`src/rtl/sysbus_cmd_ctrl.sv`:
```
module sysbus_cmd_ctrl #(
  parameter int ADDR_W = 40,
  parameter int DATA_W = 128
) (
  input  logic              clk,
  input  logic              rst_n,
  input  logic              req_valid,
  input  logic [3:0]        req_kind,
  input  logic [ADDR_W-1:0] req_addr,
  input  logic              req_miss_id,
  output logic              req_ready,
  input  logic [DATA_W-1:0] wr_data,
  output logic [3:0]        cmd_out,
  output logic [ADDR_W-1:0] addr_out,
  output logic              par_out,
  output logic              cmd_oe,
  input  logic [3:0]        cmd_in,
  input  logic [ADDR_W-1:0] addr_in,
  input  logic              par_in,
  input  logic              cmd_ack,
  input  logic              cmd_fail,
  input  logic              addr_req,
  input  logic              dbus_req,
  output logic [DATA_W-1:0] data_out,
  output logic              data_oe,
  input  logic              fill_warn,
  input  logic              fill_id,
  input  logic              fill_dvalid,
  input  logic              fill_err,
  output logic [ADDR_W-1:0] fill_addr,
  output logic              fill_addr_vld,
  output logic [1:0]        miss_busy,
  output logic              io_ref,
  output logic              lock_fail,
  output logic              tmo_err,
  output logic              mchk
);

  localparam logic [3:0] CODE_NOP  = 4'b0000;
  localparam logic [3:0] CODE_WLCK = 4'b0111;
  localparam int         IO_BIT    = ADDR_W - 1;

  logic              busy;
  logic              addr_req_q;
  logic              rd_kind;
  logic              kind_ok;
  logic              slot_free;
  logic              issue;
  logic              done;
  logic              in_perr;
  logic [3:0]        enc;
  logic [ADDR_W-1:0] slot_addr [2];

  // Request decode and encoding
  assign rd_kind   = req_kind[3];
  assign kind_ok   = (req_kind inside {4'd1, 4'd2, 4'd3, 4'd4, 4'd5, 4'd6, 4'd7, 4'd8, 4'd10});
  assign enc       = rd_kind ? {req_kind[3:1], req_miss_id} : req_kind;
  assign slot_free = !miss_busy[req_miss_id];
  assign req_ready = !busy && !addr_req && !addr_req_q && (!rd_kind || slot_free);
  assign issue     = req_valid && req_ready && kind_ok;
  assign done      = busy && (cmd_ack || cmd_fail);

  // Command/address pins
  assign cmd_oe  = !addr_req_q;
  assign par_out = ~^{cmd_out, addr_out};
  assign io_ref  = busy && addr_out[IO_BIT];

  always_ff @(posedge clk) begin
    if (!rst_n) begin
      busy       <= 1'b0;
      cmd_out    <= CODE_NOP;
      addr_out   <= '0;
      addr_req_q <= 1'b0;
    end else begin
      addr_req_q <= addr_req;
      if (issue) begin
        busy     <= 1'b1;
        cmd_out  <= enc;
        addr_out <= req_addr;
      end else if (done) begin
        busy     <= 1'b0;
        cmd_out  <= CODE_NOP;
        addr_out <= '0;
      end
    end
  end

  // Miss slots
  for (genvar s = 0; s < 2; s++) begin : g_slot
    always_ff @(posedge clk) begin
      if (!rst_n) begin
        miss_busy[s] <= 1'b0;
        slot_addr[s] <= '0;
      end else if (issue && rd_kind && (req_miss_id == 1'(s))) begin
        miss_busy[s] <= 1'b1;
        slot_addr[s] <= req_addr;
      end else if (fill_warn && (fill_id == 1'(s))) begin
        miss_busy[s] <= 1'b0;
      end
    end
  end

  always_ff @(posedge clk) begin
    if (!rst_n) begin
      fill_addr     <= '0;
      fill_addr_vld <= 1'b0;
    end else begin
      fill_addr_vld <= fill_warn;
      fill_addr     <= fill_warn ? slot_addr[fill_id] : '0;
    end
  end

  // Data bus
  always_ff @(posedge clk) begin
    if (!rst_n) begin
      data_oe  <= 1'b0;
      data_out <= '0;
    end else begin
      data_oe  <= !dbus_req;
      data_out <= wr_data;
    end
  end

  // Status
  assign in_perr = addr_req_q && (cmd_in != CODE_NOP) && !(^{cmd_in, addr_in, par_in});

  always_ff @(posedge clk) begin
    if (!rst_n) begin
      lock_fail <= 1'b0;
      tmo_err   <= 1'b0;
      mchk      <= 1'b0;
    end else begin
      lock_fail <= busy && cmd_ack && cmd_fail && (cmd_out == CODE_WLCK);
      tmo_err   <= busy && cmd_fail && !cmd_ack;
      mchk      <= (busy && cmd_fail && !cmd_ack) || in_perr || (fill_dvalid && fill_err);
    end
  end

  p_hold_r3: assert property (@(posedge clk) disable iff (!rst_n)
    busy && !cmd_ack && !cmd_fail |=> $stable(cmd_out) && $stable(addr_out));

  p_nop_after_done_r3: assert property (@(posedge clk) disable iff (!rst_n)
    busy && (cmd_ack || cmd_fail) |=> (cmd_out == CODE_NOP) && !busy);

  p_tmo_mchk_r5: assert property (@(posedge clk) disable iff (!rst_n)
    tmo_err |-> mchk);

  p_lock_not_tmo_r4: assert property (@(posedge clk) disable iff (!rst_n)
    lock_fail |-> !tmo_err);

  p_dbus_yield_r6: assert property (@(posedge clk) disable iff (!rst_n)
    dbus_req |=> !data_oe);

  p_release_r7: assert property (@(posedge clk) disable iff (!rst_n)
    addr_req |=> !cmd_oe && (cmd_out == CODE_NOP || busy));

  p_fill_resp_r8: assert property (@(posedge clk) disable iff (!rst_n)
    fill_warn |=> fill_addr_vld && !miss_busy[$past(fill_id)]);

endmodule

```
`config.mk`:
```
export PLATFORM = sky130hd
export DESIGN_NAME = sysbus_cmd_ctrl
export DESIGN_NICKNAME = d
export VERILOG_FILES = /design/src/rtl/sysbus_cmd_ctrl.sv
export SDC_FILE = /design/constraint.sdc
export NUM_CORES = 1
export LEC_CHECK = 0
export BUFFER_PORTS_ARGS = -buffer_cell sky130_fd_sc_hd__buf_4
export CAP_MARGIN = 20
export CORE_MARGIN = 3
export CORE_UTILIZATION = 30
export CTS_BUF_LIST = sky130_fd_sc_hd__clkbuf_8 sky130_fd_sc_hd__clkbuf_16
export CTS_CLUSTER_DIAMETER = 30
export DETAILED_ROUTE_END_ITERATION = 8
export GPL_TIMING_DRIVEN = 1
export PLACE_DENSITY = 0.59
export SLEW_MARGIN = 15
export SYNTH_ARGS = -nofsm -noshare
export SYNTH_HDL_FRONTEND = slang
export SYNTH_SLANG_ARGS = --single-unit
```
`constraint.sdc`:
```
create_clock -name clk -period 13 [get_ports clk]
set_clock_uncertainty 0.1 [all_clocks]
set_input_delay 1.95 -clock clk [delete_from_list [all_inputs] [get_ports clk]]
set_output_delay 1.95 -clock clk [all_outputs]
set_load 0.1 [all_outputs]
```
==> results of run 1 <==
## worst register-to-register path, delay by kind of cell (launching register included)
| family | cells | cell delay, ns |
|---|---|---|
| and+or+nand+nor | 2 | 1.16 |
| AOI/OAI and AO/OA | 2 | 1.12 |
| buffers and inverters | 1 | 0.45 |
| DFF | 1 | 0.37 |
## cells by family after synthesis
logic type	after synthesis
flip-flops	301
XOR/XNOR	84
AO/OA/AOI/OAI	55
adder cells (fa/ha/maj)	2
AND/OR/NAND/NOR	362
buffers and inverters	55
multiplexers	41
## Yosys cell counts, types with 2 or more instances
master    count
clkbuf_1     40
edfxtp_1     80
xnor2_1      71
nand2b_1      4
nand2_1      49
inv_1         4
a31o_2        2
nand3_1      45
buf_6         7
xor2_1       12
and2_1      211
o21ai_0       5
nor3_1        3
buf_2         3
a21boi_0      9
nor2b_1       2
a21boi_1     35
nor2_1       43
dfxtp_1     221
ha_1          2
or4_1         2
mux2i_1      40
## report_power, final
group          switching, W  internal, W  total (W)
Combinational      0.000372     0.000156   0.000528
Sequential        0.0000170      0.00101    0.00103
Clock              0.000554      0.00129    0.00185
## cell type report
| type | count | area, sq um | area share, % |
|---|---|---|---|
| flip-flops and latches | 301 | 6830 | 40.0 |
| multi-input cells | 544 | 3610 | 21.2 |
| inverters | 4 | 15.0 | 0.0881 |
| repair buffers | 458 | 3440 | 20.2 |
| well taps | 455 | 569 | 3.34 |
| clock buffers | 88 | 2080 | 12.2 |
| clock inverters | 46 | 505 | 2.97 |
## stage by stage
stage	util [%]	setup slack (ns)	total power (W)	area (sq um)	std cells
global placement	41.5	7.65	0.00157	14500	1761
floorplan	-	5.30	0.00142	10700	900
finish	49.0	7.73	0.00340	17000	1896
global route	49.0	7.58	0.00353	17000	1896
detailed placement	41.5	7.64	0.00158	14500	1761
CTS	49.0	7.67	0.00345	17000	1895
## metal layers
metal / wire (microns) / part of all wire [%] / global-route usage (%)
met5: 16 / 0.047 / 0
met4: 855 / 2.5 / 6.94
met3: 3370 / 9.9 / 7.38
met1: 12900 / 38 / 19.5
met2: 16900 / 50 / 29.8
## flip-flops by register name, indices dropped and copies added, names as in the netlist
name and count:
data_out 128, slot_addr 80, addr_out 40, fill_addr 40, cmd_out 4, miss_busy 2, addr_req_q 1, busy 1
data_oe 1, fill_addr_vld 1, lock_fail 1, mchk 1, tmo_err 1
## path summary, 6_finish.rpt
| kind | startpoint | end | slack (ns) | depth (start not counted) |
|---|---|---|---|---|
| min | slot_addr[0][6] | fill_addr[6] | 0.38 | 2 |
| min reg2reg | slot_addr[0][6] | fill_addr[6] | 0.38 | 2 |
| max reg2reg | busy | slot_addr[0][25] | 9.44 | 5 |
| max | addr_req | req_ready | 7.73 | 4 |
==> flow_summary.toml, run 1 <==
[logic_synthesis]
ys_top_cells_by_area = "dfxtp_1 (42%), edfxtp_1 (23%), and2_1 (12%)"
ys.flop_type = "dfxtp_1"
synthCells = 900
synth_edf_count = 80
ys_seq_elements = 301
synth.cell_area_sq_mm = 0.0107
synthXorXnorAreaFrac_pct = 7.03
yosys.area_share.simple_pct = 18.6
avgSynthCellArea_sq_um = 11.8
yosys-mux-area-fraction_pct = 3.86
synth_seq_area_share_pct = 64.1
synth_fp_nets = 1131
synthAdderAreaFrac_pct = 0.235
synth-compound-area-share_pct = 3.72
ys_warn_count = 0
synth_top_family_by_area = "simple AND/OR/NAND/NOR gates"
synth_top_area_cell = "dfxtp_1"
synth_top_area_share_pct = 41.5
synthArstFlopShare_pct = 0
yosysUniqueCellTypes = 32

[floorplan]
die_area_sq_mm = 0.0378
core_sq_mm = 0.0348
fp-row-count = 68
pin_count = 452
die_y_microns = 194
start_util_pct = 30.6
floorplan.die.width_microns = 194

[clock_network]
post-cts-setup-buffers = 0
cts_tree = "done"
insertion_delay_ns = 0.56
root_buffer = "clkbuf_16"
clock_sinks = 301
cts_buffers = 74
h-tree-depth = 3
clk_pin_slew_worst_paths_ns = 0.05
cts_hold_buf = 0
clk_path_buf_depth = 3
post_cts_resized = 0

[routing]
wl_per_cell_microns = 18.0
drtIter0Drc = 310
vias_per_cell = 4.28
dr.pass1.iters = 4
wl_mm = 34.1
drc = 0
ant_nets = 0
vias = 8111

[place]
routabilityCongestion = 0.762
io_buffers = 451
hpwl_mm = 24.7

[power]
leakage_nw = 7.61
power_density_mw_per_mm2 = 200
irDropWorstVdd_uv = 144

[sta]
fin_crit_sh_pct = 40.5
period_needed_ns = 5.27
setup_tns_ns = 0
grt_setup_unrepaired = "false"
worst_slew_pin_slew_ns = 1.10
slew_viol_final = 0
hold_ws_ns = 0.380
max_freq_mhz = 190
finalHoldViolations = 0
setup_viol = 0
slew_headroom_pct = 26.3

[setup_path]
crit_required_ns = 10.95
worstPathArrival_ns = 3.22
end_kind = "output pin"
crit_fanout = 3
cp_slowest_cell = "nor3_1"
path_common_cell = "buf_4"
startpoint_type = "input pin"
path_buf_inv = 2
critical_path_class = "input pin to output pin"
path_delay_family = "buffers and inverters"
cp_cell_sequence = "buf_4 -> nor3_1 -> a21boi_1 -> buf_4"
max_stage_delay_ns = 0.43

[status]
status = "finished clean"

[finish]
antenna_cells = 0
fill_cells = 3156
syn2layout_area_growth_pct = 60.0
fin_nets = 1614
drive_gt1_share_pct = 41.1
final_cell_mix = "buf_4 (458), dfxtp_1 (221), and2_1 (210), edfxtp_1 (80), clkbuf_16 (77)"
final_common_cell = "buf_4"

[global_routing]
grt_pass1_vias = 8519
grt_pass1_wl_mm = 50.9
grt_max_degree = 100
gr-usage-all-layers_pct = 17.6
overflow = 0
antenna_found_initial = 1

[hold_path]
hold_path_class = "flip-flop to flip-flop"

[job]
drv_cap = 0
No activity file was read; power rests on OpenSTA's default activity.
==> inputs of run 2 (changes only) <==
clock period = 5.5 ns   (was 13 ns; I/O delays follow)
==> run 2 against run 1 <==
Against the previous run: total power rose by 140%; die area did not move; clock-buffer cell count fell by 5; cell count rose by 0.11%; critical path depth rose by 5; sequential cell count did not move; register-to-register slack got worse by 7.0 ns; global-route usage rose by 0.12 points; routed wire length rose by 0.25%; sequential power rose by 130%; non-clock buffer count did not move; worst hold slack got worse by 0.056 ns.
==> flow_summary.toml, run 2 (synthesized netlist as in run 1, its figures left out) <==
[status]
status = "finished clean"

[routing]
vias_per_cell = 4.29
dr.pass1.iters = 4
wl_mm = 34.2
vias = 8136
drc = 0
ant_nets = 0
drtIter0Drc = 342
wl_per_cell_microns = 18.0

[sta]
slew_viol_final = 0
period_needed_ns = 3.70
max_freq_mhz = 270
slew_headroom_pct = 32.5
finalHoldViolations = 0
grt_setup_unrepaired = "false"
setup_viol = 0
fin_crit_sh_pct = 67.2
worst_slew_pin_slew_ns = 1.01

[setup_path]
r2r_setup_slack_ns = 2.40
timing.rr.end = "slot_addr[0][24]"
end_kind = "output pin"
crit_fanout = 3
critical_path_class = "flip-flop to output pin"
r2r-start = "busy"
ff2ff_path_depth = 5
worstPathArrival_ns = 2.77
cp-startpoint = "cmd_out[3]"
startpoint_type = "flip-flop"
crit_required_ns = 4.58

[power]
leakage_nw = 7.62
finalPower_w = 0.00808
irDropWorstVdd_uv = 229
power_density_mw_per_mm2 = 474

[floorplan]
start_util_pct = 30.6
fp-row-count = 68
floorplan.die.width_microns = 194
die_area_sq_mm = 0.0378
core_sq_mm = 0.0348
die_y_microns = 194
pin_count = 452

[clock_network]
clock_sinks = 301
cts_hold_buf = 0
root_buffer = "clkbuf_16"
clk_path_buf_depth = 3
cts_tree = "done"
post_cts_resized = 0
insertion_delay_ns = 0.56
cts_buffers = 73
h-tree-depth = 3
post-cts-setup-buffers = 0
clk_pin_slew_worst_paths_ns = 0.04

[global_routing]
grt_pass1_vias = 8581
antenna_found_initial = 1
grt_pass1_wl_mm = 51.2
grt_max_degree = 120
overflow = 0
gr-usage-all-layers_pct = 17.7

[finish]
syn2layout_area_growth_pct = 60.0
fin_nets = 1613
final_cell_mix = "buf_4 (458), dfxtp_1 (221), and2_1 (210), edfxtp_1 (80), clkbuf_16 (77)"
reg.largest.list = "data_out: 128 flops, slot_addr: 80 flops"
drive_gt1_share_pct = 41.1
largest_reg_flops = 128
fill_cells = 3201
post-route-cell-area_sq_mm = 0.0170
top_register = "data_out"
final_common_cell = "buf_4"

[hold_path]
hold_path_class = "input pin to flip-flop"
whs_path_depth = 2
worstHoldStart = "dbus_req"
holdPathEnd = "data_oe"

[place]
routabilityCongestion = 0.779
placed_cell_area_sq_mm = 0.0145
hpwl_mm = 24.9
io_buffers = 451

[job]
drv_cap = 0
-- run 2: changes by cell type in the layout (fill, tap and decap cells not counted), sizes merged --
| cell | delta |
|---|---|
| clkbuf | -5 |
| inv | +4 |
| bufinv | +2 |
| clkinv | -1 |
| clkinvlp | +1 |
| diode | +1 |
-- run 2: layer usage --
layer / GRT usage [%] / wire length [microns]
met3: 7.45 / 3300
met5: 0 / 0
met2: 29.4 / 16700
met1: 20.2 / 13200
met4: 7.07 / 963
-- run 2: area by class of cell --
type,instances,area [sq um],area share [%]
Tap cell,455,569,3.34
Clock buffer,83,2010,11.8
Inverter,4,15.0,0.0881
Sequential cell,301,6830,40.0
Multi-Input combinational cell,544,3610,21.2
Timing Repair Buffer,458,3440,20.2
Clock inverter,52,574,3.37
Antenna cell,1,2.50,0.0147
-- run 2: worst max-delay path by stage --
stage	to	slack [ns]	depth (start not counted)
floorplan	slot_addr[0][0]	-1.07	6
global placement	slot_addr[0][27]	1.77	6
detailed placement	slot_addr[0][25]	1.74	6
CTS	par_out	1.80	9
global route	par_out	1.72	9
finish	par_out	1.80	9
-- run 2: worst max-delay path, stage by stage (launching register included) --
cell,delay [ns]
dfxtp_1,0.36
inv_1,0.06
ha_1,0.28
xor2_1,0.15
xnor2_1,0.14
xnor2_1,0.35
xnor2_1,0.14
xnor2_1,0.25
xnor2_1,0.17
buf_4,0.32
-- run 2: stage by stage --
step           TNS, ns  cells  setup WS (ns)  hold slack, ns  util, %
2_1_floorplan   -85.84    900          -1.07           0.353        -
3_3_place_gp         0   1762           1.77           0.360     41.6
3_5_place_dp         0   1762           1.74           0.365     41.6
4_1_cts              0   1897           1.80           0.287     49.0
5_1_grt              0   1898           1.72           0.307     49.0
6_report             0   1898           1.80           0.324     49.0
-- run 2: where the power goes --
part / total, W / switching [W] / internal (W) / leakage, nW
Sequential: 0.00242 / 0.0000397 / 0.00238 / 2.64
Clock: 0.00440 / 0.00132 / 0.00308 / 1.31
Combinational: 0.00125 / 0.000880 / 0.000369 / 3.67
Total: 0.00808 / 0.00224 / 0.00584 / 7.62
